<file path="src/rtl/dbell_pkg.sv">
package dbell_pkg;
  localparam int unsigned N_MODE  = 3;
  localparam int unsigned HDR_FIX = 16;
  localparam int unsigned CNT_W   = 32;

  typedef enum logic [1:0] {
    MODE_PLAIN = 2'd0,
    MODE_ANY   = 2'd1,
    MODE_DATA  = 2'd2
  } mode_e;

  localparam logic [7:0] MATCH_DATA = 8'hFA;
  localparam logic [7:0] MATCH_NONE = 8'hCE;

  function automatic mode_e slot_mode(input logic [2:0] slot);
    return (slot >= 3'd3) ? mode_e'(2'(slot - 3'd3)) : mode_e'(slot[1:0]);
  endfunction

  function automatic int name_len(input logic [2:0] slot);
    int p, s;
    p = (slot >= 3'd3) ? 7 : 5;
    case (slot_mode(slot))
      MODE_PLAIN: s = 10;
      MODE_ANY:   s = 16;
      default:    s = 17;
    endcase
    return p + s;
  endfunction

  // character idx of the slot name, 0 past the end
  function automatic logic [7:0] name_chr(input logic [2:0] slot, input int idx);
    logic [8*5-1:0]  pre_m;
    logic [8*7-1:0]  pre_p;
    logic [8*10-1:0] suf0;
    logic [8*16-1:0] suf1;
    logic [8*17-1:0] suf2;
    int plen, j;
    pre_m = "mmio-";
    pre_p = "portio-";
    suf0  = "no-eventfd";
    suf1  = "wildcard-eventfd";
    suf2  = "datamatch-eventfd";
    plen  = (slot >= 3'd3) ? 7 : 5;
    if (idx < 0) return 8'h00;
    if (idx < plen)
      return (slot >= 3'd3) ? pre_p[8*(6-idx) +: 8] : pre_m[8*(4-idx) +: 8];
    j = idx - plen;
    case (slot_mode(slot))
      MODE_PLAIN: return (j < 10) ? suf0[8*(9-j)  +: 8] : 8'h00;
      MODE_ANY:   return (j < 16) ? suf1[8*(15-j) +: 8] : 8'h00;
      default:    return (j < 17) ? suf2[8*(16-j) +: 8] : 8'h00;
    endcase
  endfunction
endpackage

</file>
<file path="src/rtl/dbell_sel.sv">
module dbell_sel
  import dbell_pkg::*;
(
  input  logic             clk_i,
  input  logic             rst_ni,
  input  logic             sel_wr_i,
  input  logic [7:0]       sel_val_i,
  input  logic             io_win_i,
  input  logic             hit_i,
  input  logic             rd_i,
  output logic             act_o,
  output logic [2:0]       slot_o,
  output mode_e            mode_o,
  output logic [CNT_W-1:0] cnt_o,
  output logic             ntf_o
);
  logic             act_q, ntf_q;
  logic [2:0]       slot_q;
  logic [CNT_W-1:0] cnt_q;
  logic [2:0]       slot_d;

  assign slot_d = (io_win_i ? 3'd3 : 3'd0) + {1'b0, sel_val_i[1:0]};

  always_ff @(posedge clk_i or negedge rst_ni) begin
    if (!rst_ni) begin
      act_q  <= 1'b0;
      ntf_q  <= 1'b0;
      slot_q <= '0;
      cnt_q  <= '0;
    end else if (sel_wr_i) begin
      act_q <= 1'b0;
      ntf_q <= 1'b0;
      if (sel_val_i < 8'(N_MODE)) begin
        act_q  <= 1'b1;
        slot_q <= slot_d;
        cnt_q  <= '0;
      end
    end else if (hit_i) begin
      cnt_q <= cnt_q + 1'b1;
      if (slot_mode(slot_q) != MODE_PLAIN) ntf_q <= 1'b1;
    end else if (rd_i && act_q) begin
      ntf_q <= 1'b0;
    end
  end

  assign act_o  = act_q;
  assign slot_o = slot_q;
  assign mode_o = slot_mode(slot_q);
  assign cnt_o  = cnt_q;
  assign ntf_o  = ntf_q;

  assert_sel_clear_R1: assert property (@(posedge clk_i) disable iff (!rst_ni)
    (sel_wr_i && sel_val_i < 8'd3) |=> (act_q && cnt_q == '0 && !ntf_q));
  assert_sel_none_R1: assert property (@(posedge clk_i) disable iff (!rst_ni)
    (sel_wr_i && sel_val_i >= 8'd3) |=> !act_q);
  assert_cnt_hold_R6: assert property (@(posedge clk_i) disable iff (!rst_ni)
    (!sel_wr_i && !hit_i) |=> $stable(cnt_q));
  assert_cnt_step_R6: assert property (@(posedge clk_i) disable iff (!rst_ni)
    (!sel_wr_i && hit_i) |=> cnt_q == $past(cnt_q) + 1'b1);
  assert_plain_quiet_R8: assert property (@(posedge clk_i) disable iff (!rst_ni)
    (act_q && slot_mode(slot_q) == MODE_PLAIN) |-> !ntf_q);
  assert_ntf_cause_R8: assert property (@(posedge clk_i) disable iff (!rst_ni)
    $rose(ntf_q) |-> $past(hit_i));
endmodule

</file>
<file path="src/rtl/dbell_match.sv">
module dbell_match
  import dbell_pkg::*;
#(
  parameter int unsigned ADDR_W  = 12,
  parameter int unsigned MEM_WIN = 2048,
  parameter int unsigned IO_WIN  = 128
) (
  input  logic              act_i,
  input  logic [2:0]        slot_i,
  input  mode_e             mode_i,
  input  logic              db_wr_i,
  input  logic [ADDR_W-1:0] addr_i,
  input  logic [2:0]        size_i,
  input  logic [7:0]        wdata_i,
  output logic [ADDR_W-1:0] door_o,
  output logic              hit_o
);
  logic data_ok;

  assign door_o  = ADDR_W'((slot_i >= 3'd3) ? IO_WIN : MEM_WIN) + ADDR_W'(slot_i);
  assign data_ok = (mode_i != MODE_DATA) || (size_i == 3'd1 && wdata_i == MATCH_DATA);
  assign hit_o   = db_wr_i && act_i && (addr_i == door_o) && data_ok;
endmodule

</file>
<file path="src/rtl/dbell_hdr.sv">
module dbell_hdr
  import dbell_pkg::*;
#(
  parameter int unsigned ADDR_W = 12
) (
  input  logic              act_i,
  input  logic [2:0]        slot_i,
  input  mode_e             mode_i,
  input  logic [ADDR_W-1:0] door_i,
  input  logic [CNT_W-1:0]  cnt_i,
  input  logic [ADDR_W-1:0] addr_i,
  input  logic [2:0]        size_i,
  output logic [7:0]        byte_o
);
  logic [31:0] off32;
  logic [7:0]  fld;
  int          hlen;
  logic        oob;

  assign off32 = 32'(door_i);
  assign hlen  = int'(HDR_FIX) + name_len(slot_i) + 1;
  assign oob   = (int'(addr_i) + int'(size_i)) >= hlen;

  always_comb begin
    fld = 8'h00;
    if (addr_i < ADDR_W'(HDR_FIX)) begin
      case (addr_i[3:0])
        4'd0:  fld = {5'd0, slot_i};
        4'd1:  fld = 8'd1;
        4'd4:  fld = off32[7:0];
        4'd5:  fld = off32[15:8];
        4'd6:  fld = off32[23:16];
        4'd7:  fld = off32[31:24];
        4'd8:  fld = (mode_i == MODE_DATA) ? MATCH_DATA : MATCH_NONE;
        4'd12: fld = cnt_i[7:0];
        4'd13: fld = cnt_i[15:8];
        4'd14: fld = cnt_i[23:16];
        4'd15: fld = cnt_i[31:24];
        default: fld = 8'h00;
      endcase
    end else begin
      fld = name_chr(slot_i, int'(addr_i) - int'(HDR_FIX));
    end
  end

  assign byte_o = (!act_i || oob) ? 8'h00 : fld;
endmodule

</file>
<file path="src/rtl/dbell_bank.sv">
module dbell_bank
  import dbell_pkg::*;
#(
  parameter int unsigned ADDR_W  = 12,
  parameter int unsigned MEM_WIN = 2048,
  parameter int unsigned IO_WIN  = 128
) (
  input  logic              clk_i,
  input  logic              rst_ni,
  input  logic              wr_i,
  input  logic              rd_i,
  input  logic              io_win_i,
  input  logic [ADDR_W-1:0] addr_i,
  input  logic [2:0]        size_i,
  input  logic [7:0]        wdata_i,
  output logic [7:0]        rdata_o,
  output logic              rvalid_o,
  output logic              notify_o
);
  logic              sel_wr, db_wr, act, hit;
  logic [2:0]        slot;
  mode_e             mode;
  logic [CNT_W-1:0]  cnt;
  logic [ADDR_W-1:0] door;
  logic [7:0]        rd_byte;
  logic [7:0]        rdata_q;
  logic              rvalid_q;

  assign sel_wr = wr_i && (addr_i == '0);
  assign db_wr  = wr_i && (addr_i != '0);

  dbell_sel u_sel (
    .clk_i, .rst_ni,
    .sel_wr_i (sel_wr),
    .sel_val_i(wdata_i),
    .io_win_i,
    .hit_i    (hit),
    .rd_i,
    .act_o    (act),
    .slot_o   (slot),
    .mode_o   (mode),
    .cnt_o    (cnt),
    .ntf_o    (notify_o)
  );

  dbell_match #(.ADDR_W(ADDR_W), .MEM_WIN(MEM_WIN), .IO_WIN(IO_WIN)) u_match (
    .act_i  (act),
    .slot_i (slot),
    .mode_i (mode),
    .db_wr_i(db_wr),
    .addr_i,
    .size_i,
    .wdata_i,
    .door_o (door),
    .hit_o  (hit)
  );

  dbell_hdr #(.ADDR_W(ADDR_W)) u_hdr (
    .act_i (act),
    .slot_i(slot),
    .mode_i(mode),
    .door_i(door),
    .cnt_i (cnt),
    .addr_i,
    .size_i,
    .byte_o(rd_byte)
  );

  always_ff @(posedge clk_i or negedge rst_ni) begin
    if (!rst_ni) begin
      rdata_q  <= '0;
      rvalid_q <= 1'b0;
    end else begin
      rvalid_q <= rd_i;
      if (rd_i) rdata_q <= rd_byte;
    end
  end

  assign rdata_o  = rdata_q;
  assign rvalid_o = rvalid_q;

  assert_rd_lat_R9: assert property (@(posedge clk_i) disable iff (!rst_ni)
    rd_i |=> rvalid_o);
  assert_rd_none_R9: assert property (@(posedge clk_i) disable iff (!rst_ni)
    !rd_i |=> !rvalid_o);
  assert_idle_read_R5: assert property (@(posedge clk_i) disable iff (!rst_ni)
    (rd_i && !act) |=> rdata_o == 8'h00);
  assert_data_gate_R7: assert property (@(posedge clk_i) disable iff (!rst_ni)
    (hit && mode == MODE_DATA) |-> (size_i == 3'd1 && wdata_i == MATCH_DATA));
endmodule

</file>
<file path="config.mk">
export PLATFORM = sky130hd
export DESIGN_NAME = dbell_bank
export DESIGN_NICKNAME = d
export VERILOG_FILES = /design/src/rtl/dbell_pkg.sv /design/src/rtl/dbell_sel.sv /design/src/rtl/dbell_match.sv /design/src/rtl/dbell_hdr.sv /design/src/rtl/dbell_bank.sv
export SDC_FILE = /design/constraint.sdc
export NUM_CORES = 1
export LEC_CHECK = 0
export CORE_MARGIN = 3
export CORE_UTILIZATION = 38
export DETAILED_ROUTE_END_ITERATION = 7
export PLACE_DENSITY = 0.55
export SKIP_CTS_REPAIR_TIMING = 1
export SLEW_MARGIN = 20
export SYNTH_ARGS = -nofsm -noshare
export SYNTH_HDL_FRONTEND = slang
export SYNTH_SLANG_ARGS = --single-unit
</file>
<file path="constraint.sdc">
create_clock -name clk_i -period 4.1 [get_ports clk_i]
set_input_delay 1.025 -clock clk_i [delete_from_list [all_inputs] [get_ports clk_i]]
set_output_delay 1.025 -clock clk_i [all_outputs]
set_load 0.005 [all_outputs]
</file>
== After elaboration in Yosys (flattened, before gate mapping) ==
Index checks and enable logic that the tools add are counted.

* Muxes and demuxes: 31
* Reduce and logical (&&, ||, !) cells: 20
* Magnitude comparators: 9
* Equal/unequal tests: 16
* Shift operators: 5
* Add/sub/neg operators: 15

{| class="wikitable"
|+ Operator list
! operator !! number
|-
| indexed part select 136 x 32 -> 8 bit, first input constant || 1
|-
| indexed part select 128 x 32 -> 8 bit, first input constant || 1
|-
| two-way mux 32 bit || 3
|-
| two-way mux 8 bit || 10
|-
| indexed part select 80 x 32 -> 8 bit, first input constant || 1
|-
| one-hot mux 8 bit (9 select lines) || 1
|-
| < comparator 32 x 6 -> 1 bit, second input constant || 2
|-
| subtractor 5 x 29 -> 29 bit, first input constant || 2
|-
| indexed part select 56 x 32 -> 8 bit, first input constant || 1
|-
| indexed part select 40 x 32 -> 8 bit, first input constant || 1
|-
| adder 32 x 1 -> 32 bit, second input constant || 1
|-
| adder 32 x 2 -> 32 bit, second input constant || 1
|-
| adder 6 x 32 -> 32 bit, first input constant || 1
|-
| greater-or-equal comparator 32 bit || 1
|-
| < comparator 32 x 5 -> 1 bit, second input constant || 1
|-
| subtractor 6 x 29 -> 29 bit, first input constant || 1
|-
| subtractor 4 x 13 -> 14 bit, first input constant || 2
|-
| equality test 4 bit, second input constant || 5
|-
| one-hot mux 8 bit (2 select lines) || 1
|-
| subtractor 13 x 4 -> 14 bit || 1
|-
| adder 12 x 3 -> 13 bit || 1
|-
| < comparator 13 x 1 -> 1 bit, second input constant || 1
|-
| < comparator 13 x 4 -> 1 bit || 1
|-
| subtractor 12 x 5 -> 13 bit, second input constant || 1
|-
| other kinds (32) || 54
|}

* Output and inout bits: 10
* Bits of input ports: 28
* Flip-flop bits (word level): 46

== Longest topological paths before layout ==
* Depth after elaboration: 11
* Mapped depth: 18
* Depth with buffers taken out: 17

== By module ==
Synthesis repeated with hierarchy kept, for this count alone.

* Cells, all modules: 717
* Area total of the unflattened synthesis: 5,642.9 µm²

{| class="wikitable"
|+ By module, submodules not included
! module !! sequential area each (µm²) !! area an instance (µm²) !! cells each !! times used
|-
| dbell_hdr || 0.0 || 3,071.7 || 460 || 1
|-
| dbell_sel || 925.9 || 1,995.7 || 204 || 1
|-
| dbell_bank || 225.2 || 357.8 || 24 || 1
|-
| dbell_match || 0.0 || 217.7 || 29 || 1
|}

== Least setup slack after synthesis ==
OpenSTA, ideal clock, no wires.

* Kind: input to register
* From: input port addr_i[0]
* To: register rdata_q[0], in the netlist rdata_o[0]
* Setup slack: -0.763 ns
* Data required time: 3.997 ns
* Stages: 16
* Arrival: 4.760 ns
* Path buffers: 5
* Path through: buf_1 clkbuf_1 inv_1 clkbuf_1 fa_1 xor2_1 buf_1 ha_1 clkbuf_1 nand3b_1 mux2i_1 nor3b_1 mux2i_1 o31ai_1 a31oi_1 o41ai_2

* Word-level cells in the longest chain between the ends: 10
* Elaborated cells on any way between the ends: 46
* Classes of those cells: add/sub (8); order compare (7); eq/ne (8); shift (5); mux (16); reduce/logical (2)

{| class="wikitable"
|+ Ends and longest elaborated chain
! what !! RTL line !! text
|-
| start: declaration || dbell_bank.sv:13 || <nowiki>input logic [ADDR_W-1:0] addr_i,</nowiki>
|-
| subtractor 12 x 5 -> 13 bit || dbell_hdr.sv:42 || <nowiki>fld = name_chr(slot_i, int'(addr_i) - int'(HDR_FIX));</nowiki>
|-
| subtractor 13 x 4 -> 14 bit || dbell_pkg.sv:47 || <nowiki>j = idx - plen;</nowiki>
|-
| subtractor 6 x 29 -> 29 bit, or another cell as far along || dbell_pkg.sv:51 || <nowiki>default: return (j < 17) ? suf2[8*(16-j) +: 8] : 8'h00;</nowiki>
|-
| indexed part select 136 x 32 -> 8 bit, or another cell as far along || dbell_pkg.sv:51 ||
|-
| two-way mux 8 bit, on equally long branches || dbell_pkg.sv:51, dbell_pkg.sv:49, dbell_pkg.sv:50 ||
|-
| one-hot mux 8 bit (2 select lines) || dbell_pkg.sv:48 || <nowiki>case (slot_mode(slot))</nowiki>
|-
| two-way mux 8 bit || dbell_pkg.sv:47 ||
|-
| two-way mux 8 bit || dbell_pkg.sv:45 || <nowiki>if (idx < plen)</nowiki>
|-
| two-way mux 8 bit || dbell_hdr.sv:26 || <nowiki>if (addr_i < ADDR_W'(HDR_FIX)) begin</nowiki>
|-
| two-way mux 8 bit * || dbell_hdr.sv:46 || <nowiki>assign byte_o = (!act_i || oob) ? 8'h00 : fld;</nowiki>
|-
| end signal: assignment || dbell_bank.sv:75 || <nowiki>if (rd_i) rdata_q <= rd_byte;</nowiki>
|-
| end: declaration || dbell_bank.sv:26 || <nowiki>logic [7:0] rdata_q;</nowiki>
|}

Mark *: on every way between the ends. The rest lies on a longest branch, timed or not. The select of a mux whose other input is x is not followed.
A chain may end at the register's enable or synchronous reset.

== Worst setup path in the final report ==
* From: input port size_i[0]
* To: register rdata_q[6], in the netlist rdata_o[6]

* Word-level cells in the longest chain between the ends: 4

{| class="wikitable"
|+ Ends and longest elaborated chain
! what !! RTL line !! text
|-
| start: declaration || dbell_bank.sv:14 || <nowiki>input logic [2:0] size_i,</nowiki>
|-
| adder 12 x 3 -> 13 bit || dbell_hdr.sv:22 || <nowiki>assign oob = (int'(addr_i) + int'(size_i)) >= hlen;</nowiki>
|-
| greater-or-equal comparator 32 bit || dbell_hdr.sv:22 ||
|-
| logical OR 1 bit || dbell_hdr.sv:46 ||
|-
| two-way mux 8 bit || dbell_hdr.sv:46 ||
|}

No other way between the ends.

==> results.json <==
{
  "outcome": "complete, no violations",
  "grt_pass1_vias": 5452,
  "ys_types": 89,
  "track_usage_pct": 23.7,
  "crit_fanout": 4,
  "ios": 38,
  "grt_pass1_wl_um": 28800,
  "synth-seq-area-share_pct": 21.9,
  "p_per_area_mw_per_mm2": 199,
  "cp.required_ns": 4.28,
  "endpoint_kind": "flop",
  "synthesis.nets": 743,
  "dr.pass1.iters": 5,
  "via_count": 5674,
  "cts_tree": "yes",
  "post-synth-top-count-cell": "nor2_1",
  "yosysTopAreaCellShare_pct": 21.9,
  "synth.cell_area_mm2": 0.00525,
  "ys.flop_type": "dfrtp_1",
  "drt-initial-drc-count": 422,
  "synth.area.top_cells": "dfrtp_1 (22%), ha_1 (7.1%), nor2_1 (4.5%)",
  "path_common_cell": "a31oi_1",
  "avgSynthCellArea_um2": 7.70,
  "root_buffer": "clkbuf_16",
  "antenna_found_initial": 0,
  "finClkSkew_ns": 0.00514,
  "multi_input_area_mm2": 0.00395,
  "wl_um": 18000,
  "drv_slew": 0,
  "critPathLaunchType": "input port",
  "clock_latency_ns": 0.28,
  "row_count": 42,
  "critical_path_buf_inv_count": 1,
  "clkSlewWorstSetupHoldPaths_ns": 0.06,
  "slowest_stage": "clkdlybuf4s50_1",
  "cts_max_path_buffers": 2,
  "slew_headroom_pct": 60.5,
  "synth_cells": 682,
  "p_leak_nw": 2.77,
  "synth-async-reset-ratio_pct": 100,
  "die_x_um": 124,
  "period_share_pct": 96.3,
  "wl_per_cell_um": 18.8,
  "max_freq_mhz": 253,
  "worstPathArrival_ns": 4.13,
  "dp_hpwl_um": 14100,
  "synth.yosys.warnings": 0,
  "fin_crit_ns": 3.95,
  "critPathMaxStageDelay_ns": 0.46,
  "grt_max_degree": 47,
  "start_util_pct": 39.2,
  "fillers": 1332,
  "drc": 0,
  "cts-buffers-inserted": 5,
  "finalWorstSetupSlack_ns": 0.151,
  "avgViaCountPerCell": 5.94,
  "port_buffers": 37,
  "regArea_mm2": 0.00115,
  "max_cap_viol_count": 0,
  "clock-sinks": 46,
  "nets": 839,
  "hp-class": "reg2reg",
  "grt-ovfl-total": 0,
  "synth_area_leader_cell": "dfrtp_1",
  "crit_chain": "clkdlybuf4s50_1 -> ha_2 -> fa_1 -> xor2_1 -> ha_1 -> a211o_1 -> a31oi_1 -> o211a_4 -> nand3_2 -> nand3b_1 -> a41oi_2 -> a31oi_1 -> o31ai_1",
  "max-vdd-ir-drop_v": 0.000209,
  "setup_viol": 0,
  "drive_gt1_share_pct": 19.0,
  "tns_ns": 0,
  "place.gp.congestion": 0.913,
  "path_delay_family": "compound AO/OA/AOI/OAI gates",
  "synthToLayoutAreaGrowth_pct": 26.7,
  "die_area_mm2": 0.0153,
  "dp_slack_ns": -0.221,
  "final_hold_viol_count": 0,
  "ys_ff_latch": 46,
  "tightest_slew_ns": 0.592,
  "antennaDiodeCount": 0,
  "path_class": "in2reg",
  "synth_enable_flop_cells": 0,
  "cts_max_level": 2,
  "netlist_top_cells_count": "nor2_1 (63), nand2_1 (61), dfrtp_1 (46), o21ai_0 (46), a21oi_1 (36)",
  "ant_nets": 0,
  "die_h_um": 124,
  "core-area_mm2": 0.0134
}
-- placed cells by master, fill, tap and decap left out, types with 8 or more instances in the layout --
| master | synthesis | routed |
|---|---|---|
| nor3_1 | 20 | 18 |
| nand3_1 | 35 | 34 |
| nand2_1 | 61 | 61 |
| nor2b_1 | 14 | 13 |
| nand4_1 | 12 | 12 |
| clkdlybuf4s50_1 | 0 | 34 |
| xnor2_1 | 24 | 24 |
| o21ai_0 | 46 | 46 |
| ha_1 | 30 | 27 |
| nor2_1 | 63 | 62 |
| and3_1 | 11 | 11 |
| nand2b_1 | 8 | 8 |
| a21oi_1 | 36 | 33 |
| inv_1 | 22 | 22 |
| buf_4 | 1 | 92 |
| dfrtp_1 | 46 | 46 |
| xor2_1 | 19 | 19 |
| o31ai_1 | 13 | 11 |
-- final cells by class --
type	count	share of cell area, %
multi-input combinational	570	59.4
clock inverter	1	0.0752
sequential	46	17.3
tap	176	3.31
timing repair buffer	130	16.3
clock buffer	7	2.14
inverter	25	1.41
-- worst reg2reg max path, cell delays in order (launching register included) --
cell	delay [ns]
dfrtp_1	0.49
inv_1	0.17
ha_1	0.36
o21ai_0	0.45
inv_1	0.09
ha_1	0.30
xnor2_1	0.14
ha_2	0.19
a211o_1	0.26
a31oi_1	0.19
o211a_4	0.23
nand3_2	0.09
nand3b_1	0.25
a41oi_2	0.20
a31oi_1	0.10
o31ai_1	0.23
-- sequential cells by signal, summed over array words and instances, names as in the netlist --
| name | count |
|---|---|
| rdata_o | 8 |
| u_sel.slot_o | 3 |
| rvalid_o | 1 |
| u_sel.cnt_o | 32 |
| u_sel.ntf_o | 1 |
| u_sel.act_o | 1 |
-- final timing paths --
path	from	end	slack, ns	cells after the start
worst max-delay path	size_i[0]	rdata_o[6]	0.15	13
worst min-delay path	u_sel.cnt_o[12]	u_sel.cnt_o[12]	0.53	1
worst max register to register	u_sel.slot_o[1]	rdata_o[6]	0.25	15
worst min register to register	u_sel.cnt_o[12]	u_sel.cnt_o[12]	0.53	1
max in group asynchronous	rst_ni	rdata_o[6]	2.95	1
min in group asynchronous	rst_ni	u_sel.cnt_o[0]	0.75	1
-- per-stage QoR --
| stage | hold WS [ns] | instance area [um^2] | util [%] | std cells | total power, mW |
|---|---|---|---|---|---|
| 2_1_floorplan | 0.468 | 5300 | - | 682 | 0.731 |
| 3_3_place_gp | 0.506 | 6380 | 47.6 | 947 | 0.907 |
| 3_5_place_dp | 0.507 | 6380 | 47.6 | 947 | 0.909 |
| 4_1_cts | 0.519 | 6530 | 48.7 | 955 | 1.32 |
| 5_1_grt | 0.549 | 6650 | 49.6 | 955 | 1.39 |
| 6_report | 0.526 | 6650 | 49.6 | 955 | 1.32 |
-- power breakdown --
part	internal [mW]	leakage [nW]	switching [mW]
logic	0.208	2.07	0.257
registers	0.455	0.625	0.000378
clock network	0.242	0.0739	0.163
-- logic make-up (layout without fill, tap and decap cells) --
group	after synthesis	in the layout	synth area share, %
compound gates	210	210	28.3
xor+xnor	44	44	7.48
fa+ha+maj	35	35	8.67
buf+inv	66	163	5.15
flops	46	46	21.9
mux	9	9	1.79
other cells	1	1	0.0714
simple gates	271	271	26.6
-- routing by layer --
layer | up-vias | GRT usage (%) | share of wire (%)
met3 | 29 | 1.60 | 4.4
met5 | - | 0 | 0
met4 | 0 | 6.23 | 2.4
met2 | 163 | 42.1 | 49
met1 | 2725 | 31.0 | 44
li1 | 2757 | - | -
Note: power is estimated with default switching activity, not from simulation.
